$ cat src/rtl/rr_pkg.sv
`timescale 1ns/1ps
package rr_pkg;
  localparam int DATA_W = 16;
  localparam int FIELD_W = 12;
  // bit positions decoded by the executor (behaviour depends on them)
  localparam int OP_CLR_ACC = 11;
  localparam int OP_CLR_LNK = 10;
  localparam int OP_INV_ACC = 9;
  localparam int OP_INV_LNK = 8;
  localparam int OP_ROT_R   = 7;
  localparam int OP_ROT_L   = 6;
  localparam int OP_BUMP    = 5;
  localparam int OP_SK_POS  = 4;
  localparam int OP_SK_NEG  = 3;
  localparam int OP_SK_ZAC  = 2;
  localparam int OP_SK_ZLK  = 1;
  localparam int OP_STOP    = 0;
  localparam int ALU_OPS    = OP_CLR_ACC - OP_BUMP + 1;
  localparam int SKIP_OPS   = OP_SK_POS - OP_SK_ZLK + 1;
endpackage

$ cat src/rtl/rr_decode.sv
`timescale 1ns/1ps
module rr_decode #(
  parameter int FW = rr_pkg::FIELD_W
) (
  input  logic          en_i,
  input  logic [FW-1:0] field_i,
  output logic [FW-1:0] sel_o
);
  localparam int CNT_W = $clog2(FW + 1);
  logic [CNT_W-1:0] ones;

  always_comb begin
    ones = '0;
    for (int i = 0; i < FW; i++) ones = ones + CNT_W'(field_i[i]);
  end

  // only a single selected operation is honoured
  assign sel_o = (en_i && ones == CNT_W'(1)) ? field_i : '0;
endmodule

$ cat src/rtl/rr_acc_unit.sv
`timescale 1ns/1ps
module rr_acc_unit #(
  parameter int DW = rr_pkg::DATA_W
) (
  input  logic [rr_pkg::ALU_OPS-1:0] sel_i,   // field bits 11..5
  input  logic [DW-1:0]              ac_i,
  input  logic                       e_i,
  output logic [DW-1:0]              ac_o,
  output logic                       e_o
);
  import rr_pkg::*;
  localparam int BASE = OP_BUMP;

  always_comb begin
    ac_o = ac_i;
    e_o  = e_i;
    if (sel_i[OP_CLR_ACC-BASE]) ac_o = '0;
    else if (sel_i[OP_CLR_LNK-BASE]) e_o = 1'b0;
    else if (sel_i[OP_INV_ACC-BASE]) ac_o = ~ac_i;
    else if (sel_i[OP_INV_LNK-BASE]) e_o = ~e_i;
    else if (sel_i[OP_ROT_R-BASE]) begin
      ac_o = {e_i, ac_i[DW-1:1]};
      e_o  = ac_i[0];
    end else if (sel_i[OP_ROT_L-BASE]) begin
      ac_o = {ac_i[DW-2:0], e_i};
      e_o  = ac_i[DW-1];
    end else if (sel_i[OP_BUMP-BASE]) ac_o = ac_i + DW'(1);
  end
endmodule

$ cat src/rtl/rr_skip.sv
`timescale 1ns/1ps
module rr_skip #(
  parameter int DW = rr_pkg::DATA_W
) (
  input  logic [rr_pkg::SKIP_OPS-1:0] sel_i,   // field bits 4..1
  input  logic [DW-1:0]               ac_i,
  input  logic                        e_i,
  output logic                        skip_o
);
  import rr_pkg::*;
  localparam int BASE = OP_SK_ZLK;
  logic [SKIP_OPS-1:0] cond;

  always_comb begin
    cond = '0;
    cond[OP_SK_POS-BASE] = ~ac_i[DW-1];
    cond[OP_SK_NEG-BASE] =  ac_i[DW-1];
    cond[OP_SK_ZAC-BASE] = (ac_i == '0);
    cond[OP_SK_ZLK-BASE] = ~e_i;
  end

  assign skip_o = |(sel_i & cond);
endmodule

$ cat src/rtl/rr_exec.sv
`timescale 1ns/1ps
module rr_exec #(
  parameter int DW = rr_pkg::DATA_W
) (
  input  logic                       clk,
  input  logic                       rst_n,
  input  logic                       d7_i,
  input  logic                       ind_i,
  input  logic                       t3_i,
  input  logic [rr_pkg::FIELD_W-1:0] ir_i,
  input  logic                       start_i,
  output logic [DW-1:0]              ac_o,
  output logic                       e_o,
  output logic                       run_o,
  output logic                       pc_inc_o,
  output logic                       sc_clr_o
);
  import rr_pkg::*;

  logic [DW-1:0]      ac_q, ac_d;
  logic               e_q, e_d, run_q;
  logic               fire;
  logic [FIELD_W-1:0] sel;

  assign fire = d7_i & ~ind_i & t3_i & run_q;

  rr_decode #(.FW(FIELD_W)) u_dec (
    .en_i(fire), .field_i(ir_i), .sel_o(sel)
  );

  rr_acc_unit #(.DW(DW)) u_acc (
    .sel_i(sel[OP_CLR_ACC:OP_BUMP]), .ac_i(ac_q), .e_i(e_q),
    .ac_o(ac_d), .e_o(e_d)
  );

  rr_skip #(.DW(DW)) u_skip (
    .sel_i(sel[OP_SK_POS:OP_SK_ZLK]), .ac_i(ac_q), .e_i(e_q),
    .skip_o(pc_inc_o)
  );

  always_ff @(posedge clk or negedge rst_n) begin
    if (!rst_n) begin
      ac_q  <= '0;
      e_q   <= 1'b0;
      run_q <= 1'b1;
    end else begin
      ac_q <= ac_d;
      e_q  <= e_d;
      if (start_i) run_q <= 1'b1;
      else if (sel[OP_STOP]) run_q <= 1'b0;
    end
  end

  assign ac_o     = ac_q;
  assign e_o      = e_q;
  assign run_o    = run_q;
  assign sc_clr_o = fire;
endmodule

$ cat config.mk
export PLATFORM = sky130hd
export DESIGN_NAME = rr_exec
export DESIGN_NICKNAME = d
export VERILOG_FILES = /design/src/rtl/rr_pkg.sv /design/src/rtl/rr_decode.sv /design/src/rtl/rr_acc_unit.sv /design/src/rtl/rr_skip.sv /design/src/rtl/rr_exec.sv
export SDC_FILE = /design/constraint.sdc
export NUM_CORES = 1
export LEC_CHECK = 0
export BUFFER_PORTS_ARGS = -buffer_cell sky130_fd_sc_hd__buf_4
export CORE_MARGIN = 2
export CORE_UTILIZATION = 40
export CTS_CLUSTER_SIZE = 40
export DETAILED_ROUTE_END_ITERATION = 16
export PLACE_DENSITY_LB_ADDON = 0.05
export SYNTH_ARGS = -nofsm -noshare
export SYNTH_HDL_FRONTEND = slang
export SYNTH_SLANG_ARGS = --single-unit
$ cat constraint.sdc
create_clock -name clk -period 12.05 [get_ports clk]
set_input_delay 1.8075 -clock clk [delete_from_list [all_inputs] [get_ports clk]]
set_output_delay 1.8075 -clock clk [all_outputs]
set_load 0.1 [all_outputs]
; Yosys cells after proc, flatten, opt, wreduce, memory -nomap -nowiden
; Cells that the tools add are included.
[word_totals]
ff_bits = 18
latch_bits = 0
ram_bits = 0
rom_bits = 0
out_inout_bits = 20
n_memories = 0
[classes]
add_sub_neg = 12
n_mul = 0
div_mod_pow = 0
n_lt_le_gt_ge = 0
eq_ne = 4
shifts = 0
mux = 15
n_bitwise = 9
reduce_logical = 8
[ops]
columns = op, n
row1 = 16-bit 2-to-1 mux, 7
row2 = 4-bit by 1-bit adder with 4-bit output, 10
row3 = 16-bit by 1-bit adder with 16-bit output (second input constant), 1
row4 = 16-bit logical NOT, 1
row5 = 16-bit NOT, 1
row6 = 12-bit 2-to-1 mux, 1
row7 = 1-bit 2-to-1 mux, 7
row8 = 3-bit AND reduction, 2
row9 = 5-bit nonzero test, 1
row10 = 4-bit bitwise AND, 1
row11 = 4-bit by 1-bit == test with 1-bit output (second input constant), 1
row12 = 2-bit by 1-bit != test with 1-bit output (second input constant), 2
row13 = 1-bit NOT, 4
row14 = 4-bit nonzero test, 1
row15 = 4-bit OR reduction, 1
row16 = 1-bit bitwise AND, 3
row17 = 3-bit by 1-bit != test with 1-bit output (second input constant), 1
row18 = 1-bit by 1-bit adder with 2-bit output, 1
row19 = 2-bit nonzero test, 1
row20 = 1-bit logical AND, 1

; Logic depth before layout (Yosys ltp)
[logic_depth]
word_depth = 21
mapped_depth = 18

; Cells and area by module
; A second synthesis with hierarchy kept.
[hier_totals]
hier_cells = 321
hier_area_um2 = 2433.6
[by_module_without_submodules]
columns = mod, n_inst, cells_per_inst, area_each_um2
row1 = rr_acc_unit, 1, 233, 1373.8
row2 = rr_decode, 1, 57, 500.5
row3 = rr_exec, 1, 21, 473.0
row4 = rr_skip, 1, 10, 86.3

; Least setup slack after synthesis
; OpenSTA, ideal clock, no wires.
[synth_timing]
path_type = input-to-output
startpoint = in ir_i[0] (netlist name)
endpoint = out pc_inc_o
arrival_ns = 6.459
required_ns = 10.242
slack_ns = 3.784
path_stages = 16
path_buffers = 1
path_cell_list = ha_1 > inv_1 > fa_1 > inv_1 > fa_1 > inv_1 > fa_1 > inv_1 > fa_1 > inv_1 > fa_1 > a211oi_2 > mux2_4 > nand2_2 > clkbuf_1 > nor2_1
[synth_between]
elab_chain_len = 16
[synth_rtl]
columns = item, line_no
row1 = from (decl), rr_exec.sv:10  ; input logic [rr_pkg::FIELD_W-1:0] ir_i,
row2 = 1-bit by 1-bit adder with 2-bit output, rr_decode.sv:14  ; for (int i = 0; i < FW; i++) ones = ones + CNT_W'(field_i[i]);
row3 = 4-bit by 1-bit adder with 4-bit output (10 in series), rr_decode.sv:14
row4 = 4-bit by 1-bit == test with 1-bit output, rr_decode.sv:18  ; assign sel_o = (en_i && ones == CNT_W'(1)) ? field_i : '0;
row5 = 1-bit logical AND, rr_decode.sv:18
row6 = 12-bit 2-to-1 mux, rr_decode.sv:18
row7 = 4-bit bitwise AND, rr_skip.sv:22  ; assign skip_o = |(sel_i & cond);
row8 = 4-bit OR reduction, rr_skip.sv:22
row9 = to (decl), rr_exec.sv:15  ; output logic pc_inc_o,
; No other way between the ends.

; Worst setup path in the final report
; Same ends and word-level chain as after synthesis.

==> impl_results.md <==
- First element of the critical path: ir_i[0]
- CTS clk-pin slew, worst paths: 0.08 ns
- Share of synthesized area occupied by flip-flops and latches: 0.202
- Slack of the worst reg-to-reg path: 9.64 ns
- Proportion of register bits with asynchronous set or reset after synthesis: 1.00
- CP bufs+invs: 7
- Post-route clock period utilization: 0.631
- Leading cell types by count after synthesis: 27 x inv_1, 26 x o21ai_0, 24 x nand2_1
- Largest net degree at the start of global routing: 28
- End-of-flow core utilization: 0.467
- Result of the run: finished, final reports clean
- Critical path data required time: 10.24 ns
- Filler instances: 583
- Internal: between 0.00015 and 0.0002 W
- Power per Cell Area: 166 mW/mm^2
- Port-buffer cells: 37
- CTS tree: done
- # diodes: 0
- Area leader, netlist: dfrtp_1
- CP Depth: 17
- Wire length per cell: 19.6 um
- Placed Area: around 0.0025 sq mm
- Clk sink count: 18
- Distinct cell type count after synthesis: 66
- Setup tns final: 0 ns
- Share of total power in sequential cells: 0.258
- Number of synthesized register bits: 18
- Post-CTS Setup Repair Bufs: 0
- Most repeated cell in the gate-level netlist after synthesis: inv_1
- Standard cell with the maximum stage delay on the critical path: fa_1
- Maximum clock frequency: about 130 MHz
- Worst Reg2Reg Path Length in Cells: 6
- Final Wtd Congestion: 0.887
- Chip width: 78.9 um
- Wire length on met2: approximately 3.5 mm
- Power share of the clock group: 0.129
- Met1 routed wirelength after detailed routing: 3.36 mm
- Via count of the first global-routing pass: 2322
- Height of the chip: 78.9 um
- Hold_buf cts: 0
- Cts repair resizes: 0
- Leading register cell type out of synthesis: dfrtp_1
- Non-filler cells in the finished layout: ~380
- Kind of critical path: in -> out
- Number of clock buffers inserted by TritonCTS: 3
- Number of ports placed on the die boundary: 38
- Routed vias/inst: approximately 6.4
- Critical Path End Type: output port
- Post-Layout Inst Area: 0.00256 sq mm
- Total Routed Length: 7.54 mm
- Terminus of the critical flop-to-flop path: ac_o[6]
- Total global-route track usage: 0.255
- Fraction of power consumed by combinational cells: 0.614
- Mean Syn Cell Area: 7.60 sq um
- Number of buffers on the longest clock path: 2
- Crit path to: pc_inc_o
- Clock latency reported for the late side of the worst-skew pair: 0.27 ns
- Routed met3 length: 520 um
- Detailed Place HPWL: 5.35 mm
- RSZ-0062 raised after global routing: no
- Number of cells produced by synthesis: 295
- Peak supply drop: 0.108 mV
- Worst-Margin Slew: 0.534 ns
- Clock Skew: 0.00533 ns
- Switching power of the nets: 0.000245 W
- Final worst setup slack: 4.44 ns
- R2r startpoint: run_o
- Critical Path, Cell by Cell: buf_4 -> ha_1 -> inv_1 -> fa_1 -> inv_1 -> fa_1 -> inv_1 -> fa_1 -> inv_1 -> fa_1 -> inv_1 -> fa_1 -> a211oi_2 -> mux2_4 -> nand2_2 -> nor2_1 -> buf_4
- Crit path time final: 7.61 ns
- Num rows: 27
- Final setup viols: 0
- Synthesized Nets: 326
- Max Slew Vio Count: 0
- H-Tree Depth: 1
- Synth warnings: 0
- Switching portion of total power: 0.578
- Via count of the routed design: 2454
- First drt pass iteration count: 5
- Clk Tree Root Cell: clkbuf_8
- Initial DRC count: 234
- Number of hold-slack violations in the final timing report: 0
- Fraction of layout instances using a drive strength above 1: 0.176
- Antenna viol nets, final: 0
- Overflow after GRT: 0
- Signed area change from the synthesized netlist to the final layout: 14.1%
- DRC viols: 0
- Worst slack at placement: ~4.4 ns
- Initial antenna violation count: 0
- Standard cell core area: 0.00547 sq mm
- DR top layer: met4
- Area contributors post-synth: dfrtp_1 19%, fa_1 6.3%, o21ai_0 5.8%
- Post-placement cell count: 380
- Final-stage net count: 344
- Reported leakage power: 1.04 nW
- Worst Setup Start Kind: input port
- WP data arrival: 5.80 ns
- Number of synthesized flops with an enable pin: 0
- Top Family by Delay on Critical Path: adder cells
- Slew Limit Headroom: 0.642
- Highest cell delay on the worst timing path: 0.49 ns
- First-pass GRT wire length: 12.4 mm
- Post-synth design cell area: 0.00224 sq mm
- Count of max-cap constraint violations: 0
- Starting utilization of the core area: 0.409
- CP max FO: 18
- Area fraction of the dominant cell type after synthesis: 0.190
- Kind of path behind the tightest hold check: reg -> reg
- Die area: 0.00622 sq mm
[through the flow]
step	hold slack [ns]	power, W
2_1_floorplan	0.745	0.000310
3_3_place_gp	0.511	0.000367
3_5_place_dp	0.515	0.000369
4_1_cts	0.530	0.000424
5_1_grt	0.544	0.000451
6_report	0.529	0.000423
[power by group through the flow]
stage	clock network, W	registers [W]	logic, W
2_1_floorplan	0	0.000175	0.000135
3_3_place_gp	0	0.000110	0.000258
3_5_place_dp	0	0.000109	0.000260
4_1_cts	0.0000557	0.000109	0.000260
5_1_grt	0.0000572	0.000112	0.000282
6_report	0.0000545	0.000109	0.000260
[worst reg2reg max path, delay by kind of cell, from the launching register on]
| kind | cells | cell delay, ns |
|---|---|---|
| compound gates | 2 | 0.43 |
| flops | 1 | 0.55 |
| simple gates | 4 | 1.30 |
[sequential cells by signal (all words and copies together) (netlist names)]
| name | count |
|---|---|
| ac_o | 16 |
| e_o | 1 |
| run_o | 1 |
[cell usage in the layout (no fill, tap or decap), types with 5 or more instances in the layout]
| cell | netlist | routed |
|---|---|---|
| nor3_1 | 16 | 16 |
| fa_1 | 7 | 7 |
| ha_1 | 6 | 6 |
| dfrtp_1 | 17 | 17 |
| a22oi_1 | 5 | 5 |
| a21oi_1 | 12 | 12 |
| nand3_1 | 14 | 14 |
| inv_1 | 27 | 27 |
| nand2_1 | 24 | 24 |
| buf_4 | 1 | 37 |
| o21ai_0 | 26 | 26 |
| nor2b_1 | 6 | 6 |
| nand4_1 | 6 | 6 |
| nor2_1 | 15 | 15 |
[logic make-up after synthesis]
| logic type | Yosys count | synth area share |
|---|---|---|
| adder cells (fa/ha/maj) | 13 | 0.0960 |
| AND/OR/NAND/NOR | 104 | 0.248 |
| flip-flops | 18 | 0.202 |
| multiplexers | 4 | 0.0262 |
| AO/OA/AOI/OAI | 101 | 0.319 |
| XOR/XNOR | 4 | 0.0156 |
| buffers and inverters | 51 | 0.0932 |
[worst min-delay path by stage]
stage                      from  endpoint  slack (ns)  depth (start not counted)
final                     run_o     run_o        0.53                          1
after global routing      run_o     run_o        0.54                          1
after CTS                 run_o     run_o        0.53                          1
after detailed placement  run_o     run_o        0.52                          1
after global placement    run_o     run_o        0.51                          1
after floorplan           run_o     run_o        0.75                          1
[routing by layer]
layer | GRT usage | vias up
met3 | 0.0341 | 15
met4 | 0.0724 | 0
li1 | - | 1143
met1 | 0.348 | 1181
met5 | 0 | -
met2 | 0.422 | 115
[layout make-up]
type | count | area [sq um] | area share
Sequential cell | 18 | 452 | 0.177
Tap cell | 72 | 90.1 | 0.0352
Clock buffer | 4 | 55.1 | 0.0215
Multi-Input combinational cell | 226 | 1580 | 0.618
Timing Repair Buffer | 37 | 278 | 0.109
Inverter | 27 | 101 | 0.0396
(Power assumes the default switching activity.)
